$ cat config.mk
export PLATFORM = sky130hd
export DESIGN_NAME = dsm3_mod
export DESIGN_NICKNAME = d
export VERILOG_FILES = /design/src/rtl/dsm3_pkg.sv /design/src/rtl/dsm3_hold.sv /design/src/rtl/dsm3_integ.sv /design/src/rtl/dsm3_mod.sv
export SDC_FILE = /design/constraint.sdc
export NUM_CORES = 1
export LEC_CHECK = 0
export BUFFER_PORTS_ARGS = -buffer_cell sky130_fd_sc_hd__buf_2
export CAP_MARGIN = 25
export CORE_UTILIZATION = 35
export DETAILED_ROUTE_END_ITERATION = 6
export PLACE_DENSITY = 0.6
export SETUP_SLACK_MARGIN = 0.5
export SYNTH_ARGS = -nofsm -noshare
export SYNTH_HDL_FRONTEND = slang
export SYNTH_SLANG_ARGS = --single-unit
$ cat constraint.sdc
create_clock -name clk -period 4.63 [get_ports clk]
set_input_delay 0.6945 -clock clk [delete_from_list [all_inputs] [get_ports clk]]
set_output_delay 0.6945 -clock clk [all_outputs]
set_load 0.005 [all_outputs]
$ cat src/rtl/dsm3_pkg.sv
package dsm3_pkg;

    // Output polarity: 1 selects the positive reference packet.
    typedef enum logic {
        FB_NEG = 1'b0,
        FB_POS = 1'b1
    } fb_pol_e;

    // Fewest guard bits that keep the integrators from clipping in normal use.
    localparam int MIN_GUARD_W = 6;

endpackage

$ cat src/rtl/dsm3_hold.sv
module dsm3_hold #(
    parameter int DATA_W = 22
) (
    input  logic              clk,
    input  logic              rst,
    input  logic              load,
    input  logic [DATA_W-1:0] din,
    output logic [DATA_W-1:0] dout
);

    typedef struct packed {
        logic [DATA_W-1:0] word;
    } hold_s;

    hold_s hold_d, hold_q;

    always_comb begin
        hold_d = hold_q;
        if (load) begin
            hold_d.word = din;
        end
    end

    always_ff @(posedge clk) begin
        if (rst) begin
            hold_q <= '0;
        end else begin
            hold_q <= hold_d;
        end
    end

    assign dout = hold_q.word;

endmodule

$ cat src/rtl/dsm3_integ.sv
module dsm3_integ #(
    parameter int ST_W  = 28,
    parameter int INC_W = 30
) (
    input  logic                    clk,
    input  logic                    rst,
    input  logic                    ce,
    input  logic signed [INC_W-1:0] inc,
    output logic signed [ST_W-1:0]  st
);

    localparam int EXT_W = INC_W - ST_W;
    localparam logic signed [INC_W-1:0] MAX_V =
        {{(EXT_W + 1){1'b0}}, {(ST_W - 1){1'b1}}};
    localparam logic signed [INC_W-1:0] MIN_V =
        {{(EXT_W + 1){1'b1}}, {(ST_W - 1){1'b0}}};

    typedef struct packed {
        logic signed [ST_W-1:0] acc;
    } integ_s;

    integ_s integ_d, integ_q;
    logic signed [INC_W-1:0] sum_c;

    always_comb begin
        integ_d = integ_q;
        sum_c   = $signed({{EXT_W{integ_q.acc[ST_W-1]}}, integ_q.acc}) + inc;
        if (ce) begin
            if (sum_c > MAX_V) begin
                integ_d.acc = MAX_V[ST_W-1:0];
            end else if (sum_c < MIN_V) begin
                integ_d.acc = MIN_V[ST_W-1:0];
            end else begin
                integ_d.acc = sum_c[ST_W-1:0];
            end
        end
    end

    always_ff @(posedge clk) begin
        if (rst) begin
            integ_q <= '0;
        end else begin
            integ_q <= integ_d;
        end
    end

    assign st = integ_q.acc;

endmodule

$ cat src/rtl/dsm3_mod.sv
module dsm3_mod #(
    parameter int DATA_W  = 22,
    parameter int GUARD_W = 6,
    parameter int SHIFT1  = 4,
    parameter int SHIFT2  = 2
) (
    input  logic              clk,
    input  logic              rst,
    input  logic              ce,
    input  logic              in_valid,
    input  logic [DATA_W-1:0] in_data,
    output logic              bit_out
);

    import dsm3_pkg::*;

    localparam int ST_W   = DATA_W + GUARD_W;
    localparam int INC_W  = ST_W + 2;
    localparam int ORDER  = 3;
    localparam logic signed [INC_W-1:0] FS =
        {{(INC_W - DATA_W){1'b0}}, 1'b1, {(DATA_W - 1){1'b0}}};

    typedef struct packed {
        logic signed [INC_W-1:0] fb;
        logic signed [INC_W-1:0] inc0;
        logic signed [INC_W-1:0] inc1;
        logic signed [INC_W-1:0] inc2;
    } loop_s;

    logic [DATA_W-1:0]       held;
    logic signed [ST_W-1:0]  st_arr  [ORDER];
    logic signed [INC_W-1:0] inc_arr [ORDER];
    logic signed [ST_W-1:0]  x1_st;
    fb_pol_e                 pol;
    loop_s                   loop_d;

    dsm3_hold #(
        .DATA_W(DATA_W)
    ) i_hold (
        .clk  (clk),
        .rst  (rst),
        .load (in_valid),
        .din  (in_data),
        .dout (held)
    );

    // Output polarity is the sign of the last integrator (zero counts as positive).
    assign pol     = st_arr[ORDER-1][ST_W-1] ? FB_NEG : FB_POS;
    assign bit_out = (pol == FB_POS);
    assign x1_st   = st_arr[0];

    always_comb begin
        loop_d.fb   = (pol == FB_POS) ? FS : -FS;
        loop_d.inc0 = INC_W'($signed(held)) - loop_d.fb;
        loop_d.inc1 = INC_W'(st_arr[0] >>> SHIFT1) - (loop_d.fb >>> SHIFT2);
        loop_d.inc2 = INC_W'(st_arr[1]) - loop_d.fb;
    end

    assign inc_arr[0] = loop_d.inc0;
    assign inc_arr[1] = loop_d.inc1;
    assign inc_arr[2] = loop_d.inc2;

    generate
        for (genvar g = 0; g < ORDER; g++) begin : g_stage
            dsm3_integ #(
                .ST_W  (ST_W),
                .INC_W (INC_W)
            ) i_integ (
                .clk (clk),
                .rst (rst),
                .ce  (ce),
                .inc (inc_arr[g]),
                .st  (st_arr[g])
            );
        end
    endgenerate

endmodule

; Word-level counts from Yosys, hierarchy flattened
; Cells that the tools add are included.
[op_classes]
order_cmp = 6
n_mux = 8
addsub = 6
[ops]
columns = operator, count
row1 = $mux W28, 6
row2 = $gt A30 B28 Y1 const B, 3
row3 = $lt A30 B28 Y1 const B, 3
row4 = $add A28 B30 Y30, 2
row5 = $add A28 B29 Y30, 1
row6 = $mux W30, 1
row7 = $sub A22 B30 Y30, 1
row8 = $sub A28 B30 Y30, 1
row9 = $sub A24 B28 Y29, 1
row10 = $mux W1, 1
[totals]
word_cells = 24
output_inout_bits = 1
register_bits = 106
input_bits = 26

; Depth between registers and ports, before layout
; Gate-level depths: netlist of run 1.
[logic_depth]
word_depth = 6
ltp_mapped = 17

; By module
; From an unflattened synthesis of run 1, not the netlist that was laid out.
[unflattened]
hier_cells = 1238
hier_area_um2 = 10193.5
[by_module_without_submodules]
columns = module, instances, area_per_inst_um2, cells_per_inst
row1 = dsm3_integ (g_stage[1].i_integ ...), 2, 2837.7, 364
row2 = dsm3_integ (g_stage[0].i_integ), 1, 3121.7, 367
row3 = dsm3_hold, 1, 802.0, 71
row4 = dsm3_mod, 1, 594.3, 72

; Worst setup path before layout of run 1
; Ideal clock, no wire load.
[synth_path]
path_kind = register to register
from = register g_stage[2].i_integ.integ_q, in the netlist g_stage[2].i_integ.st[27]
to = register g_stage[1].i_integ.integ_q, in the netlist g_stage[1].i_integ.st[23]
path_stages_with_launch = 14
t_required_ps = 4535
setup_time_ps = 95
arrival_ps = 4309
slack_ps = 226
path_cell_list = dfxtp_1 -> inv_1 -> fa_1 -> ha_1 -> and4_1 -> and3_1 -> a221o_1 -> or3_1 -> o21ai_0 -> xor2_1 -> o21ai_2 -> clkbuf_1 -> nand2_1 -> a221oi_1
[synth_between]
elab_chain_len = 6
elab_cells_between_ends = 7
[synth_lines]
columns = item, line
row1 = start: declaration, dsm3_integ.sv:22  ; integ_s integ_d, integ_q;
row2 = start signal: assignment, dsm3_integ.sv:43  ; integ_q <= integ_d;
row3 = $mux W30 (*), dsm3_mod.sv:53  ; loop_d.fb = (pol == FB_POS) ? FS : -FS;
row4 = $sub A24 B28 Y29 (*), dsm3_mod.sv:55  ; loop_d.inc1 = INC_W'(st_arr[0] >>> SHIFT1) - (loop_d.fb >>> SHIFT2);
row5 = $add A28 B29 Y30 (*), dsm3_integ.sv:27  ; sum_c = $signed({{EXT_W{integ_q.acc[ST_W-1]}}, integ_q.acc}) + inc;
row6 = $lt A30 B28 Y1, dsm3_integ.sv:31  ; end else if (sum_c < MIN_V) begin
row7 = $mux W28, dsm3_integ.sv:31
row8 = $mux W28 (*), dsm3_integ.sv:29  ; if (sum_c > MAX_V) begin
row9 = end signal: assignment, dsm3_integ.sv:43
row10 = end: declaration, dsm3_integ.sv:22
; Mark *: on every way between the ends. The rest lies on a longest branch, timed or not.
; A chain may end at the register's enable or synchronous reset.

; Worst setup path in the final report of run 1
[layout_path]
from = register g_stage[2].i_integ.integ_q, in the netlist g_stage[2].i_integ.st[27]
to = register g_stage[0].i_integ.integ_q, in the netlist g_stage[0].i_integ.st[24]
[layout_between]
elab_chain_len = 6
elab_cells_between_ends = 7
[layout_lines]
columns = item, line
row1 = $mux W30 (*), dsm3_mod.sv:53
row2 = $sub A22 B30 Y30 (*), dsm3_mod.sv:54  ; loop_d.inc0 = INC_W'($signed(held)) - loop_d.fb;
row3 = $add A28 B30 Y30 (*), dsm3_integ.sv:27
row4 = $lt A30 B28 Y1, dsm3_integ.sv:31
row5 = $mux W28, dsm3_integ.sv:31
row6 = $mux W28 (*), dsm3_integ.sv:29
row7 = end signal: assignment, dsm3_integ.sv:43
row8 = end: declaration, dsm3_integ.sv:22
; Marks and branches as above.

==> reports/results.env, run 1 <==
BIGGEST_FANOUT_ALONG_THE_WORST_TIMING_PATH=8
REGTOREGSETUPSLACK_PS=660
SYNTHMUXAREASHARE_PCT=2.14
CHIPHEIGHT_UM=174
FIRSTDRTPASSITERS=5
WORST_R2R_PATH_DEPTH=13
YOSYS.AREA_SHARE.XOR_XNOR_PCT=6.02
SETUP_REPAIR_AFTER_GLOBAL_ROUTING_MISSED_ITS_MARGIN='true'
INITIALDRTVIOLATIONCOUNT=370
PERIOD_SHARE_PCT=85.6
PLACEABLECOREAREA_UM2=28900
SYNTH_TOP_AREA_SHARE_PCT=20.6
FIN_TNS_SETUP_PS=0
CLOCKBUFFERDEPTH=2
CTS_TREE='done'
DRC=0
TIMING.FINAL.MAX_SLEW_VIOLATIONS=0
LAYOUT-DRIVE-GT1-SHARE_PCT=8.84
PATH_CELLS='clkinvlp_4, fa_1, ha_1, nand2_1, nor2_1, a221oi_2, o21ai_2, a311oi_4, nor3b_2, o31ai_4, o21ai_1, or4_4, o31ai_2'
ROW_COUNT=62
CRIT_PATH_MAX_INCR_DELAY_PS=560
CLK_PIN_SLEW_WORST_PATHS_PS=80
OUTCOME='finished, final reports clean'
MAX_SLEW.WORST_PIN.SLEW_PS=919
DRT-TOTAL-WL_UM=22400
POST_DRT_VIA_CELL_RATIO=4.98
ANTENNA_FOUND_INITIAL=0
SYNTH.YOSYS.SEQ_AREA_SHARE_PCT=20.6
STARTPOINT_TYPE='flop'
DESIGN.DIE.AREA_UM2=30100
FINAL_SETUP_VIOLATION_COUNT=0
REGISTER_AREA_UM2=2130
MAPPEDNETLISTNETS=1486
MULTIINPUTGATEAREA_UM2=6980
GRT_USE_TOTAL_PCT=15.2
AREA_FRACTION_IN_COMPOUND_GATES_AFTER_SYNTHESIS_PCT=25.3
PORT_BUFFERS=26
DPL-INSTANCE-AREA_UM2=10800
FLOW.AREA_GROWTH_FROM_SYNTHESIS_PCT=8.20
SYNTHESIZED_AREA_UM2=10300
CRITICAL_PATH_ARRIVAL_PS=4250
ENDPOINT_OF_THE_WORST_REGISTER_TO_REGISTER_PATH='g_stage[0].i_integ.st[24]'
LAYOUT_COMMONEST_CELL='sky130_fd_sc_hd__inv_1'
POSTSYNTH.TOPFLOPCELL='sky130_fd_sc_hd__dfxtp_1'
CTS_MAX_LEVEL=3
FILL_CELLS=2992
FINALWEIGHTEDCONGESTION=0.812
AVGSYNTHCELLAREA_UM2=7.97
SYNTHESIS.YOSYS.WARNINGS=0
ANTENNA_CELLS=0
SYNTH_TOP_FAMILY_BY_AREA='compound AO/OA/AOI/OAI gates'
SYNTH_CELLS=1294
YS_TOP_CELLS_BY_AREA='sky130_fd_sc_hd__dfxtp_1 21%, sky130_fd_sc_hd__ha_1 18%, sky130_fd_sc_hd__inv_1 9.6%, sky130_fd_sc_hd__xnor2_1 3.8%, sky130_fd_sc_hd__nand2_1 3.7%'
CLOCK_INSERTION_DELAY_AT_THE_LATER_PIN_OF_THE_SKEW_REPORT_PS=370
SYNTH-ASYNC-RESET-RATIO_PCT=0
FINAL-INSTANCE-COUNT-EXCL-FILL=1685
GRT_PASS1_VIAS=7956
NUM_CTS_BUFFERS=9
GLOBALROUTEOVERFLOWTOTAL=0
HOLD-PATH-CELL-COUNT=2
GRT_PASS1_WL_UM=38000
REQUIRED_PS=4910
HOLDPATHEND='g_stage[1].i_integ.st[27]'
WORST_HOLD_STARTPOINT='g_stage[1].i_integ.st[27]'
DESIGN.FINAL.NETS=1488
HOLDCRITPATHCLASS='flop to flop'
DETAILED_PLACE_HPWL_UM=16700
REPORT.FINAL.HOLD_VIOL_COUNT=0
YOSYSTOPAREACELL='sky130_fd_sc_hd__dfxtp_1'
CLOCK_SINK_COUNT=106
IOPINCOUNT=27
ANT_NETS=0
DETAILROUTE.VIA_COUNT=8397
DESIGN_AREA_UM2=11200
MAXIMUM_NUMBER_OF_PINS_ON_ONE_NET_BEFORE_GLOBAL_ROUTE_REPAIR=75
CRIT_PATH_TOP_DELAY_CELL='sky130_fd_sc_hd__or4_4'
WL_PER_CELL_UM=13.3
START_UTIL_PCT=35.7
CTS-ROOT-BUF='sky130_fd_sc_hd__clkbuf_16'
SYNTH_ENABLE_FLOP_CELLS=0
LAYOUT_MIN_CYCLE_TIME_PS=3970
SKEW_PS=15.0
FMAXACHIEVABLE_GHz=0.252
DIEWIDTH_UM=174
DP.CELLS=1665
YOSYS.AREA_SHARE.SIMPLE_PCT=12.4
MAXSLEWHEADROOM_PCT=38.7
TIMING.RR.START='g_stage[2].i_integ.st[27]'
YOSYS.CELL_TYPES.COUNT=80
MAX_CAP_VIOL_COUNT=0
POSTSYNTHREGISTERBITS=106
END_KIND='flop'
POST_SYNTH_FA_HA_MAJ_AREA_FRACTION_PCT=21.6
LAYOUT_COMMON_CELLS='263 x sky130_fd_sc_hd__inv_1, 147 x sky130_fd_sc_hd__ha_1, 105 x sky130_fd_sc_hd__dfxtp_1'
WORSTSETUPPATHTYPE='flop to flop'
[how the worst max path moves through the flow]
| stage | startpoint | end | slack, ps | cells after the start |
|---|---|---|---|---|
| detailed placement | g_stage[2].i_integ.st[27] | g_stage[1].i_integ.st[14] | 530 | 15 |
| floorplan | g_stage[2].i_integ.st[27] | g_stage[1].i_integ.st[23] | 640 | 13 |
| global route | g_stage[2].i_integ.st[27] | g_stage[1].i_integ.st[10] | 490 | 14 |
| CTS | g_stage[2].i_integ.st[27] | g_stage[1].i_integ.st[14] | 510 | 15 |
| global placement | g_stage[2].i_integ.st[27] | g_stage[1].i_integ.st[16] | 620 | 14 |
| finish | g_stage[2].i_integ.st[27] | g_stage[0].i_integ.st[24] | 660 | 13 |
[per-stage QoR]
stage / utilization [%] / setup WS [ps] / hold slack, ps
after floorplan: - / 635 / 440
after CTS: 38.4 / 506 / 475
final: 38.7 / 664 / 474
after detailed placement: 37.3 / 528 / 463
after global placement: 37.3 / 615 / 456
after global routing: 38.7 / 489 / 502
[worst max-delay path: cells and delay by family (launching register included)]
| kind | cells | cell delay, ps |
|---|---|---|
| flops | 1 | 440 |
| fa+ha+maj | 2 | 870 |
| simple gates | 4 | 920 |
| compound gates | 6 | 1460 |
| buf+inv | 1 | 190 |
[synthesized netlist by cell type, types with 3 or more instances]
cell                          n
sky130_fd_sc_hd__inv_1      264
sky130_fd_sc_hd__ha_1       147
sky130_fd_sc_hd__dfxtp_1    106
sky130_fd_sc_hd__nand2_1    102
sky130_fd_sc_hd__nor2_1      98
sky130_fd_sc_hd__a21oi_1     75
sky130_fd_sc_hd__xnor2_1     45
sky130_fd_sc_hd__o21ai_0     43
sky130_fd_sc_hd__a221oi_1    34
sky130_fd_sc_hd__clkbuf_1    31
sky130_fd_sc_hd__a21o_1      25
sky130_fd_sc_hd__xor2_1      24
sky130_fd_sc_hd__a221oi_2    22
sky130_fd_sc_hd__mux2i_1     22
sky130_fd_sc_hd__nand3_1     21
sky130_fd_sc_hd__a311oi_1    19
sky130_fd_sc_hd__fa_1        19
sky130_fd_sc_hd__o21a_1      17
sky130_fd_sc_hd__o21bai_1    13
sky130_fd_sc_hd__nand2b_1    12
sky130_fd_sc_hd__nand4_1     10
sky130_fd_sc_hd__nor2b_1     10
sky130_fd_sc_hd__o211ai_1     9
sky130_fd_sc_hd__a211oi_1     8
sky130_fd_sc_hd__a31oi_1      8
sky130_fd_sc_hd__buf_2        7
sky130_fd_sc_hd__or3_1        7
sky130_fd_sc_hd__buf_6        5
sky130_fd_sc_hd__nor3_1       5
sky130_fd_sc_hd__and2_1       4
sky130_fd_sc_hd__buf_1        4
sky130_fd_sc_hd__o31ai_1      4
sky130_fd_sc_hd__a2111oi_0    3
sky130_fd_sc_hd__a211o_1      3
sky130_fd_sc_hd__a211oi_2     3
sky130_fd_sc_hd__and3_1       3
sky130_fd_sc_hd__o21ai_1      3
sky130_fd_sc_hd__o21ba_2      3
sky130_fd_sc_hd__o31ai_4      3
[cell type report]
cell class / instances / share of cell area [%]
clock inverter: 5 / 0.595
sequential: 106 / 19.1
clock buffer: 11 / 2.27
multi-input combinational: 875 / 62.6
timing repair buffer: 39 / 2.23
tap: 384 / 4.31
inverter: 265 / 8.95
[per-layer routing]
metal / vias to the layer above / GRT usage, % / wire, µm
met5: - / 0 / 0
met4: 0 / 4.71 / 306
met3: 18 / 1.47 / 664
met2: 108 / 25.6 / 10300
met1: 3851 / 20.5 / 11100
li1: 4420 / - / -
[cells by family (layout without fill, tap and decap cells)]
kind of cell / count (synthesis) / in the layout
simple gates: 284 / 284
fa+ha+maj: 167 / 167
flops: 106 / 106
buf+inv: 314 / 320
compound gates: 331 / 332
mux: 22 / 22
xor+xnor: 70 / 70
[what timing repair did]
| item | in CTS | in global routing |
|---|---|---|
| buffers inserted | 0 | 3 |
| setup endpoints to repair | 0 | 58 |
| hold buffers | 0 | 0 |
| gates resized for setup | 0 | 14 |
[state kept, by name, indices dropped and copies added (netlist names)]
name                flops
i_hold.dout            22
g_stage.i_integ.st     84
Power of run 1 is not shown: default switching activity piles up to over one toggle a cycle in this logic, so the estimate is an artifact.
==> inputs of run 2 (changes only) <==
CELL_PAD_IN_SITES_DETAIL_PLACEMENT = 0   (was not set)
CELL_PAD_IN_SITES_GLOBAL_PLACEMENT = 1   (was not set)
PLACE_DENSITY = 0.72   (was 0.6)
==> run 2 against run 1 <==
  * Final cell count down 0.12%
  * Global-route usage up 0.67 points
  * Clock skew up 2.6 ps
  * Sequential share of layout area up 0.061 points
  * Count of clock-buffer cells in the layout down 1
==> reports/results.env, run 2 (synthesis gave the netlist of run 1 again) <==
OUTCOME='finished, final reports clean'  # unchanged
MAX_CAP_VIOL_COUNT=0  # unchanged
DRT-TOTAL-WL_UM=22900  # was 22400 µm
FINISH.UTILIZATION_PCT=38.5  # was 38.7%
CTS-ROOT-BUF='sky130_fd_sc_hd__clkbuf_16'  # unchanged
TIMING.FINAL.MAX_SLEW_VIOLATIONS=0  # unchanged
DRC=0  # unchanged
POST_DRT_VIA_CELL_RATIO=4.94  # was 4.98
CRIT_PATH_MAX_INCR_DELAY_PS=560  # about the same
ANTENNA_FOUND_INITIAL=0  # unchanged
LAYOUT_COMMONEST_CELL='sky130_fd_sc_hd__inv_1'  # unchanged
DETAILROUTE.VIA_COUNT=8306  # was 8397
GRT_PASS1_WL_UM=39600  # was 38000 µm
CTS_MAX_LEVEL=3  # unchanged
CLOCK_INSERTION_DELAY_AT_THE_LATER_PIN_OF_THE_SKEW_REPORT_PS=360  # was 370 ps
ANT_NETS=0  # unchanged
START_UTIL_PCT=35.7  # unchanged
CRITICAL_PATH_ARRIVAL_PS=4060  # was 4250 ps
LAYOUT-DRIVE-GT1-SHARE_PCT=8.70  # was 8.84%
POST-ROUTE-WORST-SETUP-SLACK_PS=752  # was 664 ps
DESIGN.FINAL.NETS=1487  # was 1488
DESIGN.DIE.AREA_UM2=30100  # unchanged
REQUIRED_PS=4810  # was 4910 ps
FIRSTDRTPASSITERS=5  # unchanged
PATH_CELLS='buf_4, fa_1, inv_1, ha_1, and4_1, and3_1, a221o_1, a21oi_1, nand3b_1, o21ai_0, xor2_1, nand3_1, nand2_1, buf_12, a221oi_1'  # was clkinvlp_4, fa_1, ha_1, nand2_1, nor2_1, a221oi_2, o21ai_2, a311oi_4, nor3b_2, o31ai_4, o21ai_1, or4_4, o31ai_2
PLACEABLECOREAREA_UM2=28900  # unchanged
CLOCKBUFFERDEPTH=2  # unchanged
WORSTSETUPPATHTYPE='flop to flop'  # unchanged
HOLDCRITPATHCLASS='flop to flop'  # unchanged
LARGEST_REG_FLOPS=84  # unchanged
DIEWIDTH_UM=174  # unchanged
ANTENNA_CELLS=0  # unchanged
FIN_TNS_SETUP_PS=0  # unchanged
IOPINCOUNT=27  # unchanged
MAX_SLEW.WORST_PIN.SLEW_PS=1030  # was 919 ps
GRT_USE_TOTAL_PCT=15.9  # was 15.2%
BIGGEST_FANOUT_ALONG_THE_WORST_TIMING_PATH=27  # was 8
SETUP_REPAIR_AFTER_GLOBAL_ROUTING_MISSED_ITS_MARGIN='false'  # was true
STARTPOINT_TYPE='flop'  # unchanged
SKEW_PS=17.6  # was 15.0 ps
LAYOUT_MIN_CYCLE_TIME_PS=3880  # was 3970 ps
MAXIMUM_NUMBER_OF_PINS_ON_ONE_NET_BEFORE_GLOBAL_ROUTE_REPAIR=77  # was 75
REPORT.FINAL.HOLD_VIOL_COUNT=0  # unchanged
FINAL_SETUP_VIOLATION_COUNT=0  # unchanged
ROW_COUNT=62  # unchanged
END_KIND='flop'  # unchanged
INITIALDRTVIOLATIONCOUNT=370  # unchanged
WL_PER_CELL_UM=13.6  # was 13.3 µm
PLACE_WS_PS=555  # was 528 ps
GLOBALROUTEOVERFLOWTOTAL=0  # unchanged
CHIPHEIGHT_UM=174  # unchanged
FINALWEIGHTEDCONGESTION=0.817  # was 0.812
CTS_TREE='done'  # unchanged
DETAILED_PLACE_HPWL_UM=17800  # was 16700 µm
CRIT_PATH_TOP_DELAY_CELL='sky130_fd_sc_hd__fa_1'  # was sky130_fd_sc_hd__or4_4
LAYOUT_COMMON_CELLS='264 x sky130_fd_sc_hd__inv_1, 147 x sky130_fd_sc_hd__ha_1, 105 x sky130_fd_sc_hd__dfxtp_1'  # was 263 x sky130_fd_sc_hd__inv_1, 147 x sky130_fd_sc_hd__ha_1, 105 x sky130_fd_sc_hd__dfxtp_1
MAXSLEWHEADROOM_PCT=31.3  # was 38.7%
REGTOREGSETUPSLACK_PS=750  # was 660 ps
PORT_BUFFERS=26  # unchanged
GRT_PASS1_VIAS=8166  # was 7956
PERIOD_SHARE_PCT=83.7  # was 85.6%
FLOW.AREA_GROWTH_FROM_SYNTHESIS_PCT=7.73  # was 8.20%
NUM_CTS_BUFFERS=9  # unchanged
FMAXACHIEVABLE_GHz=0.258  # was 0.252 GHz
CLOCK_SINK_COUNT=106  # unchanged
CLK_PIN_SLEW_WORST_PATHS_PS=70  # was 80 ps
run 2: cell count changes in the layout (fill, tap and decap cells not counted), sizes merged:
cell and change:
clkinv +2, clkbuf -1, clkinvlp -1, o21a -1
bufinv -1
run 2: routing by layer:
layer  GRT usage, %  part of all wire, %  vias to the layer above
li1               -                    -                     4419
met1           21.5                   51                     3757
met2           26.9                   46                      115
met3           1.84                  2.6                       15
met4           3.58                 0.85                        0
met5              0                    0                        -
run 2: layout make-up:
cell class,instances,area [µm²]
inverter,265,995
clock inverter,5,37.5
multi-input combinational,874,6980
tap,384,480
sequential,106,2120
timing repair buffer,39,246
clock buffer,10,239
fill,3035,17800
run 2: worst max-delay path: cells and delay by family (launching register included):
family | cells | cell delay (ps)
adders and majority gates | 2 | 920
AOI/OAI and AO/OA | 4 | 920
and+or+nand+nor | 5 | 840
buffers and inverters | 3 | 460
DFF | 1 | 320
xor gates and xnor gates | 1 | 240
run 2: path summary, 6_finish.rpt:
check	from	end	cells past startpoint
setup / recovery	g_stage[2].i_integ.st[27]	g_stage[1].i_integ.st[16]	15
hold / removal	g_stage[1].i_integ.st[27]	g_stage[1].i_integ.st[27]	2
setup reg to reg	g_stage[2].i_integ.st[27]	g_stage[1].i_integ.st[16]	15
hold reg to reg	g_stage[1].i_integ.st[27]	g_stage[1].i_integ.st[27]	2
run 2: per-stage QoR:
step | hold slack [ps] | cell area, µm² | instances
floorplan | 440 | 10300 | 1294
global placement | 457 | 10800 | 1667
detailed placement | 455 | 10800 | 1667
CTS | 467 | 11100 | 1682
global route | 498 | 11100 | 1683
finish | 469 | 11100 | 1683
run 2: what timing repair did:
| action | CTS | global route |
|---|---|---|
| setup endpoints to repair | 0 | 60 |
| setup buffers | 0 | 1 |
| hold buffers | 0 | 0 |
| hold endpoints to repair | 0 | 0 |
| resized for setup | 0 | 12 |
Power of run 2 is left out for the same reason.
